**src/rtl/cbu_pkg.sv**
```systemverilog
package cbu_pkg;
  typedef enum logic [3:0] {
    REL_EQ  = 4'd0,
    REL_NE  = 4'd1,
    REL_LT  = 4'd2,
    REL_GT  = 4'd3,
    REL_LTU = 4'd4,
    REL_GTU = 4'd5,
    REL_GE  = 4'd6,
    REL_LE  = 4'd7,
    REL_GEU = 4'd8,
    REL_LEU = 4'd9
  } rel_e;

  localparam int unsigned REL_COUNT = 10;

  typedef struct packed {
    logic eq;
    logic slt;
    logic ult;
  } cmp_flags_t;
endpackage

```
**src/rtl/operand_hold.sv**
```systemverilog
module operand_hold #(
  parameter int unsigned W = 32
) (
  input  logic         clk,
  input  logic         rst_n,
  input  logic         load,
  input  logic [W-1:0] a_in,
  input  logic [W-1:0] b_in,
  output logic [W-1:0] a_q,
  output logic [W-1:0] b_q
);
  always_ff @(posedge clk) begin
    if (!rst_n) begin
      a_q <= '0;
      b_q <= '0;
    end else if (load) begin
      a_q <= a_in;
      b_q <= b_in;
    end
  end
endmodule

```
**src/rtl/relation_eval.sv**
```systemverilog
module relation_eval
  import cbu_pkg::*;
#(
  parameter int unsigned W  = 32,
  parameter int unsigned CW = 4
) (
  input  logic [W-1:0]  a,
  input  logic [W-1:0]  b,
  input  logic [CW-1:0] cond,
  output logic          hit,
  output logic          legal
);
  cmp_flags_t fl;

  always_comb begin
    fl.eq  = (a == b);
    fl.ult = (a < b);
    fl.slt = ($signed(a) < $signed(b));
  end

  always_comb begin
    legal = (cond < CW'(REL_COUNT));
    hit   = 1'b0;
    if (legal) begin
      case (rel_e'(cond))
        REL_EQ:  hit = fl.eq;
        REL_NE:  hit = !fl.eq;
        REL_LT:  hit = fl.slt;
        REL_GT:  hit = !fl.slt && !fl.eq;
        REL_LTU: hit = fl.ult;
        REL_GTU: hit = !fl.ult && !fl.eq;
        REL_GE:  hit = !fl.slt;
        REL_LE:  hit = fl.slt || fl.eq;
        REL_GEU: hit = !fl.ult;
        REL_LEU: hit = fl.ult || fl.eq;
        default: hit = 1'b0;
      endcase
    end
  end
endmodule

```
**src/rtl/target_calc.sv**
```systemverilog
module target_calc #(
  parameter int unsigned PW         = 32,
  parameter int unsigned OW         = 10,
  parameter int unsigned INST_BYTES = 2
) (
  input  logic [PW-1:0] pc,
  input  logic [OW-1:0] off,
  output logic [PW-1:0] seq_pc,
  output logic [PW-1:0] jump_pc
);
  localparam int unsigned EXT_W = PW - OW;

  logic [PW-1:0] off_bytes;

  always_comb begin
    off_bytes = {{EXT_W{off[OW-1]}}, off} << 1;
    seq_pc    = pc + PW'(INST_BYTES);
    jump_pc   = seq_pc + off_bytes;
  end
endmodule

```
**src/rtl/cmp_branch_unit.sv**
```systemverilog
module cmp_branch_unit #(
  parameter int unsigned DATA_W = 32,
  parameter int unsigned PC_W   = 32,
  parameter int unsigned OFF_W  = 10,
  parameter int unsigned COND_W = 4
) (
  input  logic              clk,
  input  logic              rst_n,
  input  logic              cmp_valid,
  input  logic [DATA_W-1:0] cmp_lhs,
  input  logic [DATA_W-1:0] cmp_rhs,
  input  logic              br_valid,
  input  logic [COND_W-1:0] br_cond,
  input  logic [OFF_W-1:0]  br_offset,
  input  logic [PC_W-1:0]   br_pc,
  output logic              nxt_valid,
  output logic [PC_W-1:0]   nxt_pc,
  output logic              taken,
  output logic              bad_cond
);
  logic [DATA_W-1:0] hold_a, hold_b;
  logic              rel_hit, rel_legal;
  logic [PC_W-1:0]   seq_pc, jump_pc;

  operand_hold #(.W(DATA_W)) u_hold (
    .clk   (clk),
    .rst_n (rst_n),
    .load  (cmp_valid),
    .a_in  (cmp_lhs),
    .b_in  (cmp_rhs),
    .a_q   (hold_a),
    .b_q   (hold_b)
  );

  relation_eval #(.W(DATA_W), .CW(COND_W)) u_rel (
    .a     (hold_a),
    .b     (hold_b),
    .cond  (br_cond),
    .hit   (rel_hit),
    .legal (rel_legal)
  );

  target_calc #(.PW(PC_W), .OW(OFF_W), .INST_BYTES(2)) u_tgt (
    .pc      (br_pc),
    .off     (br_offset),
    .seq_pc  (seq_pc),
    .jump_pc (jump_pc)
  );

  always_ff @(posedge clk) begin
    if (!rst_n) begin
      nxt_valid <= 1'b0;
      nxt_pc    <= '0;
      taken     <= 1'b0;
      bad_cond  <= 1'b0;
    end else begin
      nxt_valid <= br_valid;
      taken     <= br_valid && rel_hit;
      bad_cond  <= br_valid && !rel_legal;
      if (br_valid) begin
        nxt_pc <= rel_hit ? jump_pc : seq_pc;
      end
    end
  end
endmodule

```
**config.mk**
```make
export PLATFORM = sky130hd
export DESIGN_NAME = cmp_branch_unit
export DESIGN_NICKNAME = d
export VERILOG_FILES = /design/src/rtl/cbu_pkg.sv /design/src/rtl/operand_hold.sv /design/src/rtl/relation_eval.sv /design/src/rtl/target_calc.sv /design/src/rtl/cmp_branch_unit.sv
export SDC_FILE = /design/constraint.sdc
export NUM_CORES = 1
export LEC_CHECK = 0
export BUFFER_PORTS_ARGS = -buffer_cell sky130_fd_sc_hd__buf_2
export CAP_MARGIN = 0
export CORE_MARGIN = 4
export CORE_UTILIZATION = 56
export DETAILED_ROUTE_END_ITERATION = 10
export GPL_TIMING_DRIVEN = 0
export PLACE_DENSITY = 0.82
export SLEW_MARGIN = 20
export SYNTH_ARGS = -nofsm -noshare
export SYNTH_HDL_FRONTEND = slang
export SYNTH_SLANG_ARGS = --single-unit
```
**constraint.sdc**
```tcl
create_clock -name clk -period 4.7 [get_ports clk]
set_input_delay 0.235 -clock clk [delete_from_list [all_inputs] [get_ports clk]]
set_output_delay 0.235 -clock clk [all_outputs]
set_load 0.02 [all_outputs]
```
==> impl_metrics.toml, run 1 <==
[layout]
final_area_um2 = 8350
fin_cells = 1170
drive_above_1_share_pct = 18.0
fillers = 1055
final_util_pct = 68.4
num_antenna_cells = 0
nets = 1175
layout-area-overhead-vs-synth_pct = 17.8

[pwr]
power_frac_comb_pct = 29.1
p_int_mw = 1.69
peakVddDrop_uv = 241
p_seq_share_pct = 37.2
clockPowerShare_pct = 33.6
leakage_nw = 3.79
power.total_mw = 2.50
switching_share_pct = 32.2
p_per_area_nw_per_um2 = 299
power.switching_mw = 0.803

[floorplanning]
die_area_um2 = 14500
start_util_pct = 58.0
die_h_um = 120
pin_count = 149
rows = 40
die_x_um = 120
core_area_um2 = 12200

[yosys]
syn_area_um2 = 7090
synth_top_family_by_area = "compound AO/OA/AOI/OAI gates"
synth_area_per_cell_um2 = 8.42
synth_adder_area_share_pct = 11.4
synth.net_count = 1020
ys_seq_elements = 99
synth_mux_area_share_pct = 9.39
yosys_warnings = 0
ys_types = 67
synth-compound-area-share_pct = 20.5
ys_seq_area_share_pct = 28.0
ys.flop_type = "dfxtp_1"
synthXorXnorAreaFrac_pct = 5.81
synth-simple-area-share_pct = 19.6
synthArstFlopShare_pct = 0
synth_cells = 842
synth_edf_count = 0

[place]
io_buffers = 144
globalplace.congestion = 0.887
post-dp-hpwl_um = 14500
pre_cts_slack_ps = 120
place_area_um2 = 8020
dp_cells = 1154

[timing]
hold_viol = 0
fin_tns_setup_ps = 0
rsz0062_at_grt = "no"
max_slew.worst_pin.slew_ps = 764
fin_crit_sh_pct = 90.9
setup_slack_ps = 427
period_needed_ps = 4270
finalSetupViolCount = 0
holdWs_ps = 131
slew_violations = 0
fin_skew_ps = 6.16
fmax_mhz = 234
maxSlewHeadroom_pct = 49.1

[global_routing]
grt_pass1_vias = 6469
antenna_found_initial = 0
grt-ovfl-total = 0
grtUsageTotal_pct = 25.8
grt_pass1_wl_um = 30400
grt_max_degree = 25

[outcome]
run_status = "finished clean"

[setup_path]
critPathCaptureType = "register"
worstSetupPathType = "in -> reg"
worst_setup_path_start_kind = "input port"
cp.required_ps = 4980
cp_data_arrival_time_ps = 4560
cp_max_fo = 9

[clocking]
ctsResizeCount = 0
htree_levels = 3
post-cts-setup-buffer-count = 0
clkLatencyLatePin_ps = 360
clock_sinks = 99
cts_buffers = 9
cts_root_buf = "clkbuf_16"
hold_buffers = 0
clk_path_buf_depth = 2
cts_tree = "done"
clk_pin_slew_worst_paths_ps = 70

[hold_path]
hp-class = "in -> reg"

[drt]
drt_iter0_drc = 447
firstDrtPassIters = 5
drcViolationCount = 0
vias = 6726
ant_nets = 0
wl_per_cell_um = 16.1
wirelength_um = 18800
drt-vias-per-instance = 5.75

[run]
cap_violations = 0
==> synth_stat cells, drive strengths merged, types with 4 or more instances <==
| library cell | instances | area [um^2] |
|---|---|---|
| dfxtp | 99 | 1980 |
| o21ai | 72 | 360 |
| nor2b | 67 | 419 |
| mux2i | 65 | 651 |
| ha | 63 | 788 |
| inv | 51 | 191 |
| nand3 | 50 | 250 |
| a21oi | 36 | 180 |
| nor2 | 35 | 131 |
| nand2 | 34 | 128 |
| xnor2 | 33 | 289 |
| a31oi | 29 | 181 |
| clkbuf | 26 | 97.6 |
| buf | 15 | 86.3 |
| xor2 | 14 | 123 |
| nand4 | 13 | 87.6 |
| nor3 | 11 | 55.1 |
| o211ai | 10 | 80.1 |
| a21o | 9 | 67.6 |
| and3 | 9 | 56.3 |
| a211oi | 8 | 65.1 |
| a211o | 7 | 61.3 |
| o21a | 7 | 52.6 |
| o31ai | 7 | 52.6 |
| nand2b | 6 | 37.5 |
| or3 | 6 | 37.5 |
| a21boi | 5 | 37.5 |
| and4 | 5 | 43.8 |
| nand3b | 5 | 37.5 |
| a311oi | 4 | 35.0 |
==> cells by family (layout without fill, tap and decap cells) <==
kind of cell | after synthesis | after routing
and+or+nand+nor | 253 | 253
AOI/OAI and AO/OA | 221 | 221
DFF | 99 | 99
buffers and inverters | 92 | 252
muxes | 66 | 66
adders and majority gates | 64 | 64
xor gates and xnor gates | 47 | 47
==> cell type report <==
class / instances / area (um^2) / area share [%]
Clock inverter: 6 / 93.8 / 1.12
Buffer: 41 / 184 / 2.20
Sequential cell: 99 / 1980 / 23.7
Inverter: 51 / 191 / 2.29
Timing Repair Buffer: 144 / 721 / 8.63
Tap cell: 168 / 210 / 2.52
Clock buffer: 10 / 239 / 2.86
Multi-Input combinational cell: 651 / 4730 / 56.6
==> registers in the layout (all words and copies together) (netlist names) <==
signal and cells:
taken 1, u_hold.a_q 32, u_hold.b_q 32, bad_cond 1, nxt_valid 1, nxt_pc 32
==> layout by cell type (no fill, tap or decap), types with 4 or more instances in the layout <==
| cell type | Yosys | final |
|---|---|---|
| xnor2_1 | 33 | 33 |
| mux2i_1 | 65 | 65 |
| o31ai_1 | 7 | 7 |
| and3_1 | 9 | 9 |
| nand2_1 | 34 | 34 |
| o21a_1 | 7 | 7 |
| and4_1 | 5 | 5 |
| nand3_1 | 50 | 50 |
| nor2b_1 | 67 | 67 |
| a211o_1 | 7 | 7 |
| a21o_1 | 9 | 9 |
| o21ai_1 | 24 | 24 |
| inv_1 | 51 | 51 |
| ha_1 | 63 | 63 |
| clkbuf_16 | 0 | 9 |
| a21oi_1 | 36 | 36 |
| a31oi_1 | 29 | 29 |
| a311oi_1 | 4 | 4 |
| nand2b_1 | 6 | 6 |
| nand4_1 | 12 | 12 |
| buf_1 | 6 | 6 |
| nor2_1 | 35 | 35 |
| o21ai_0 | 48 | 48 |
| dfxtp_1 | 99 | 99 |
| nor3_1 | 11 | 11 |
| buf_2 | 6 | 150 |
| o211ai_1 | 9 | 9 |
| clkbuf_1 | 26 | 26 |
| nand3b_1 | 5 | 5 |
| xor2_1 | 14 | 14 |
| a211oi_1 | 7 | 7 |
| or3_1 | 6 | 6 |
==> power groups by stage <==
stage / Combinational [mW] / Clock, mW / Sequential, mW
after floorplan: 0.476 / 0 / 0.977
after global placement: 0.705 / 0 / 0.946
after detailed placement: 0.714 / 0 / 0.948
after CTS: 0.722 / 0.849 / 0.929
after global routing: 0.807 / 0.883 / 0.936
final: 0.727 / 0.839 / 0.929
==> metal layers <==
layer | wire length, um | global-route usage, % | up-vias
li1 | - | - | 3370
met1 | 7870 | 31.4 | 3090
met2 | 9260 | 45.3 | 227
met3 | 1220 | 5.52 | 39
met4 | 465 | 8.43 | 0
met5 | 0 | 0 | -
==> worst max-delay path, stage by stage <==
cell	delay (ps)
buf_2	120
nand3_1	120
nor2_1	190
nand4_1	230
nor2_1	430
nand3_1	390
xnor2_1	250
ha_1	420
nand3_1	90
or3_1	400
a2111oi_1	620
o31ai_1	270
nor3_1	230
a311oi_1	90
a2111o_1	390
o211ai_1	90
==> final timing paths <==
kind	start	to	slack (ps)	cells past startpoint
setup / recovery	br_pc[3]	nxt_pc[31]	430	16
hold / removal	cmp_rhs[10]	u_hold.b_q[10]	130	3
setup reg to reg	u_hold.b_q[26]	nxt_pc[13]	1080	12
hold reg to reg	nxt_pc[3]	nxt_pc[3]	500	2
(Power assumes the default switching activity.)
==> inputs of run 2 (changes only) <==
--- a/config.mk
+++ b/config.mk
@@ -7,11 +7,13 @@
 export LEC_CHECK = 0
 export BUFFER_PORTS_ARGS = -buffer_cell sky130_fd_sc_hd__buf_2
 export CAP_MARGIN = 0
+export CELL_PAD_IN_SITES_DETAIL_PLACEMENT = 0
+export CELL_PAD_IN_SITES_GLOBAL_PLACEMENT = 1
 export CORE_MARGIN = 4
-export CORE_UTILIZATION = 56
+export CORE_UTILIZATION = 41
 export DETAILED_ROUTE_END_ITERATION = 10
 export GPL_TIMING_DRIVEN = 0
-export PLACE_DENSITY = 0.82
+export PLACE_DENSITY_LB_ADDON = 0.1
 export SLEW_MARGIN = 20
 export SYNTH_ARGS = -nofsm -noshare
 export SYNTH_HDL_FRONTEND = slang
==> run 2 against run 1 <==
Core utilization fell by 18 points. Critical endpoint unchanged. Critical path type unchanged. Final area rose by 0.61%. Count of clock-buffer cells in the layout fell by 1. Highest routed layer unchanged. Sequential cell count did not move. Largest cell class unchanged. Largest power group unchanged. Die area rose by 34%.
==> impl_metrics.toml, run 2 (synthesized netlist as in run 1, its figures left out) <==
[setup_path]
rr_worst_depth = 12
crit_path_end = "nxt_pc[31]"
cp-startpoint = "br_pc[3]"
worstSetupPathType = "in -> reg"
cp.required_ps = 4980
critPathCaptureType = "register"
crit_buf_inv = 4
cp_cell_sequence = "buf_2 -> nand3_1 -> nor3_1 -> and3_1 -> clkbuf_1 -> nand3_1 -> inv_1 -> nand2_1 -> xnor2_1 -> ha_1 -> inv_1 -> or3_1 -> a2111oi_1 -> o31ai_1 -> nor3_1 -> a311oi_1 -> a2111o_1 -> o211ai_1"
critPathSlowestCell = "a2111oi_1"
crit_family = "simple AND/OR/NAND/NOR gates"
worst_setup_path_start_kind = "input port"
cp_max_fo = 6
reg2reg_slack_ps = 1020
worstReg2RegStart = "u_hold.b_q[11]"
max_stage_delay_ps = 600
cp.depth = 18
r2r_end = "nxt_pc[13]"
cp_data_arrival_time_ps = 4580

[clocking]
ctsResizeCount = 0
clk_pin_slew_worst_paths_ps = 80
cts_tree = "done"
htree_levels = 3
clk_path_buf_depth = 2
clock_sinks = 99
cts_buffers = 9
post-cts-setup-buffer-count = 0
clkLatencyLatePin_ps = 360
cts_root_buf = "clkbuf_16"
hold_buffers = 0

[drt]
drt_iter0_drc = 403
wirelength_um = 20300
firstDrtPassIters = 5
drt-vias-per-instance = 5.43
wl_per_cell_um = 16.6
ant_nets = 0
drcViolationCount = 0
vias = 6639

[place]
io_buffers = 144
pre_cts_slack_ps = 62.7
post-dp-hpwl_um = 15900
globalplace.congestion = 0.826

[outcome]
run_status = "finished clean"

[floorplanning]
die_h_um = 139
die_x_um = 139
core_area_um2 = 16800
die_area_um2 = 19400
rows = 47
start_util_pct = 42.3
pin_count = 149

[layout]
fillers = 1710
layout_common_cells = "buf_2 (150), dfxtp_1 (99), nor2b_1 (67), mux2i_1 (65), ha_1 (63)"
layout-area-overhead-vs-synth_pct = 18.6
final_util_pct = 50.1
drive_above_1_share_pct = 18.0
final_common_cell = "buf_2"
nets = 1175
reg.largest.list = "nxt_pc: 32 flops, u_hold.a_q: 32 flops, u_hold.b_q: 32 flops"
num_antenna_cells = 0

[timing]
fin_skew_ps = 10.4
maxSlewHeadroom_pct = 44.4
period_needed_ps = 4300
slew_violations = 0
hold_viol = 0
fmax_mhz = 233
fin_tns_setup_ps = 0
fin_crit_sh_pct = 91.4
finalSetupViolCount = 0
max_slew.worst_pin.slew_ps = 834
holdWs_ps = 132
rsz0062_at_grt = "no"
setup_slack_ps = 403

[pwr]
peakVddDrop_uv = 183
p_per_area_nw_per_um2 = 293
leakage_nw = 3.77
power.total_mw = 2.46

[global_routing]
grt-ovfl-total = 0
grt_pass1_vias = 6395
grtUsageTotal_pct = 20.5
antenna_found_initial = 0
grt_max_degree = 25
grt_pass1_wl_um = 32900

[hold_path]
hp-class = "in -> reg"

[run]
cap_violations = 0
[run 2: cell count changes in the layout (fill, tap and decap cells not counted)]
cell and change:
bufinv_16 -1, clkinvlp_4 +1, clkinv_2 -1, inv_8 +1
clkinv_8 +1, clkbuf_8 -1
[run 2: worst min-delay path: stages]
cell     delay [ps]
buf_2            70
mux2i_1          50
nor2b_1          90
[run 2: metal layers]
layer | vias to the layer above | track usage [%] | share of wire, %
met5 | - | 0 | 0
met4 | 0 | 5.30 | 1.7
met3 | 21 | 3.12 | 4.5
met2 | 149 | 34.6 | 48
met1 | 3088 | 27.4 | 46
li1 | 3381 | - | -
[run 2: final cells by class]
class | count | area, um^2 | area share, %
Inverter | 51 | 191 | 2.28
Buffer | 41 | 184 | 2.19
Tap cell | 220 | 275 | 3.28
Clock buffer | 9 | 225 | 2.68
Sequential cell | 99 | 1980 | 23.6
Multi-Input combinational cell | 651 | 4730 | 56.3
Timing Repair Buffer | 144 | 721 | 8.58
Clock inverter | 7 | 93.8 | 1.12
[run 2: how the worst min path moves through the flow]
stage	cells past startpoint	slack (ps)	start	end
finish	3	130	cmp_rhs[26]	u_hold.b_q[26]
global route	3	120	cmp_rhs[21]	u_hold.b_q[21]
global placement	2	470	nxt_pc[3]	nxt_pc[3]
CTS	3	130	cmp_lhs[22]	u_hold.a_q[22]
detailed placement	2	480	nxt_pc[3]	nxt_pc[3]
floorplan	2	370	br_cond[3]	bad_cond
[run 2: where the power goes]
part	internal (mW)	total, mW	switching (mW)
clock network	0.429	0.802	0.373
registers	0.899	0.929	0.0296
logic	0.306	0.732	0.426
total	1.63	2.46	0.828
[run 2: through the flow]
stage	std cells	area [um^2]
floorplan	842	7090
global placement	1206	8080
detailed placement	1206	8080
CTS	1222	8400
global route	1222	8400
finish	1222	8400
==> inputs of run 3 (changes only) <==
--- a/config.mk
+++ b/config.mk
@@ -6,14 +6,12 @@
 export NUM_CORES = 1
 export LEC_CHECK = 0
 export BUFFER_PORTS_ARGS = -buffer_cell sky130_fd_sc_hd__buf_2
-export CAP_MARGIN = 0
-export CELL_PAD_IN_SITES_DETAIL_PLACEMENT = 0
-export CELL_PAD_IN_SITES_GLOBAL_PLACEMENT = 1
+export CAP_MARGIN = 25
 export CORE_MARGIN = 4
-export CORE_UTILIZATION = 41
+export CORE_UTILIZATION = 56
 export DETAILED_ROUTE_END_ITERATION = 10
 export GPL_TIMING_DRIVEN = 0
-export PLACE_DENSITY_LB_ADDON = 0.1
+export PLACE_DENSITY = 0.82
 export SLEW_MARGIN = 20
 export SYNTH_ARGS = -nofsm -noshare
 export SYNTH_HDL_FRONTEND = slang
==> constraint.sdc (replaced) <==
create_clock -name clk -period 4.7 [get_ports clk]
set_input_delay 0.705 -clock clk [delete_from_list [all_inputs] [get_ports clk]]
set_output_delay 0.705 -clock clk [all_outputs]
set_load 0.02 [all_outputs]
==> run 3 against run 2 <==
Global-route usage grew 5.4 points. Sequential share of layout area is essentially flat. Via count rose by 1.5%. Hold slack better by 370 ps. Clock power rose by 4.6%. Final area shrank 0.12%. Largest cell class unchanged. Sequential cell count unchanged. Largest power group unchanged. Wire length fell by 7.2%. Register-to-register slack improved by 60 ps. Highest routed layer unchanged. Sequential power about the same. Combinational power about the same.
==> impl_metrics.toml, run 3 (synthesized netlist as in run 1, its figures left out) <==
[drt]
vias = 6737
drt_iter0_drc = 379
drt-vias-per-instance = 5.76
firstDrtPassIters = 4
met1_length_um = 8080
ant_nets = 0
drcViolationCount = 0
wl_per_cell_um = 16.1
dr.max_layer_used = "met4"
dr_wl_met3_um = 977
dr_wl_met2_um = 9310
wirelength_um = 18900

[layout]
layout_common_cells = "buf_2 (150), dfxtp_1 (99), nor2b_1 (67), mux2i_1 (65), ha_1 (63)"
nets = 1175
final_common_cell = "buf_2"
drive_above_1_share_pct = 18.5
fin_cells = 1170
reg.largest.list = "nxt_pc: 32 flops, u_hold.a_q: 32 flops, u_hold.b_q: 32 flops"
num_antenna_cells = 0
fillers = 1049
layout-area-overhead-vs-synth_pct = 18.4

[timing]
finalSetupViolCount = 0
rsz0062_at_grt = "no"
setup_slack_ps = 337
fmax_mhz = 229
maxSlewHeadroom_pct = 49.1
fin_crit_sh_pct = 92.8
fin_skew_ps = 7.33
max_slew.worst_pin.slew_ps = 763
slew_violations = 0
period_needed_ps = 4360
fin_tns_setup_ps = 0
hold_viol = 0

[pwr]
p_seq_share_pct = 37.2
power_frac_comb_pct = 29.3
switching_share_pct = 32.2
p_per_area_nw_per_um2 = 298
power.total_mw = 2.50
p_int_mw = 1.69
power.switching_mw = 0.806
clockPowerShare_pct = 33.6
peakVddDrop_uv = 237
leakage_nw = 3.79

[floorplanning]
die_x_um = 120
rows = 40
die_h_um = 120
die_area_um2 = 14500
core_area_um2 = 12200
pin_count = 149
start_util_pct = 58.0

[clocking]
clk_pin_slew_worst_paths_ps = 70
clk_path_buf_depth = 2
clock_sinks = 99
cts_buffers = 9
cts_tree = "done"
post-cts-setup-buffer-count = 0
hold_buffers = 0
clkLatencyLatePin_ps = 360
cts_root_buf = "clkbuf_16"
htree_levels = 3

[setup_path]
cpMostUsedCell = "nand3_1"
cp.required_ps = 4940
worst_setup_path_start_kind = "input port"
worstSetupPathType = "in -> reg"
cp_cell_sequence = "buf_2 -> nand3_1 -> nor3_2 -> and3_1 -> clkbuf_1 -> nand3_1 -> inv_1 -> nand2_1 -> xnor2_1 -> ha_1 -> and4_1 -> a211o_1 -> a31o_1 -> o31ai_1 -> nor3_1 -> a311oi_1 -> a2111o_1 -> o211ai_1"
cp_data_arrival_time_ps = 4600
critPathCaptureType = "register"
max_stage_delay_ps = 440
cp_max_fo = 6
critPathSlowestCell = "o31ai_1"

[hold_path]
hp-class = "reg -> reg"

[global_routing]
grt_max_degree = 25
grtUsageTotal_pct = 25.9
grt_pass1_vias = 6480
antenna_found_initial = 0
grt-ovfl-total = 0
grt_pass1_wl_um = 30500

[place]
io_buffers = 144
globalplace.congestion = 0.887
pre_cts_slack_ps = -350
post-dp-hpwl_um = 14500
dp_cells = 1154

[run]
cap_violations = 0

[outcome]
run_status = "finished clean"
[run 3: area by class of cell]
class | count | area (um^2) | share of cell area (%)
well taps | 168 | 210 | 2.51
multi-input cells | 651 | 4770 | 56.8
clock inverters | 6 | 93.8 | 1.12
plain buffers | 41 | 184 | 2.19
clock buffers | 10 | 239 | 2.85
repair buffers | 144 | 721 | 8.59
inverters | 51 | 191 | 2.28
flip-flops and latches | 99 | 1980 | 23.6
[run 3: path summary, 6_finish.rpt]
check,start,slack (ps),cells after the start,endpoint
worst min-delay path,nxt_pc[3],500,2,nxt_pc[3]
worst max-delay path,br_pc[3],340,18,nxt_pc[31]
worst min register to register,nxt_pc[3],500,2,nxt_pc[3]
worst max register to register,u_hold.b_q[26],1080,12,nxt_pc[13]
[run 3: metal layers]
layer	global-route usage, %	vias up
met2	45.4	202
li1	-	3373
met4	8.43	0
met3	5.52	44
met1	31.5	3118
met5	0	-
[run 3: power by group through the flow]
stage               sequential [mW]  clock, mW  combinational, mW
CTS                           0.929      0.849              0.723
floorplan                     0.977          0              0.476
finish                        0.929      0.839              0.732
global route                  0.936      0.883              0.811
global placement              0.946          0              0.705
detailed placement            0.948          0              0.714
[run 3: timing repair]
item,4_1_cts,5_1_grt
resized for setup,1,6
endpoints found under the setup margin,1,3
cloned,0,0
[run 3: worst max-delay path, delay by kind of cell]
kind | cells | cell delay (ps)
AND/OR/NAND/NOR | 7 | 1260
buffers and inverters | 3 | 530
XOR/XNOR | 1 | 230
adder cells (fa/ha/maj) | 1 | 310
AO/OA/AOI/OAI | 6 | 1560
[run 3: metrics by stage]
step | utilization [%] | hold WS (ps) | area [um^2]
after floorplan | - | 483 | 7090
after global placement | 65.6 | 464 | 8020
after detailed placement | 65.6 | 486 | 8020
after CTS | 68.4 | 499 | 8350
after global routing | 68.7 | 543 | 8390
final | 68.7 | 499 | 8390
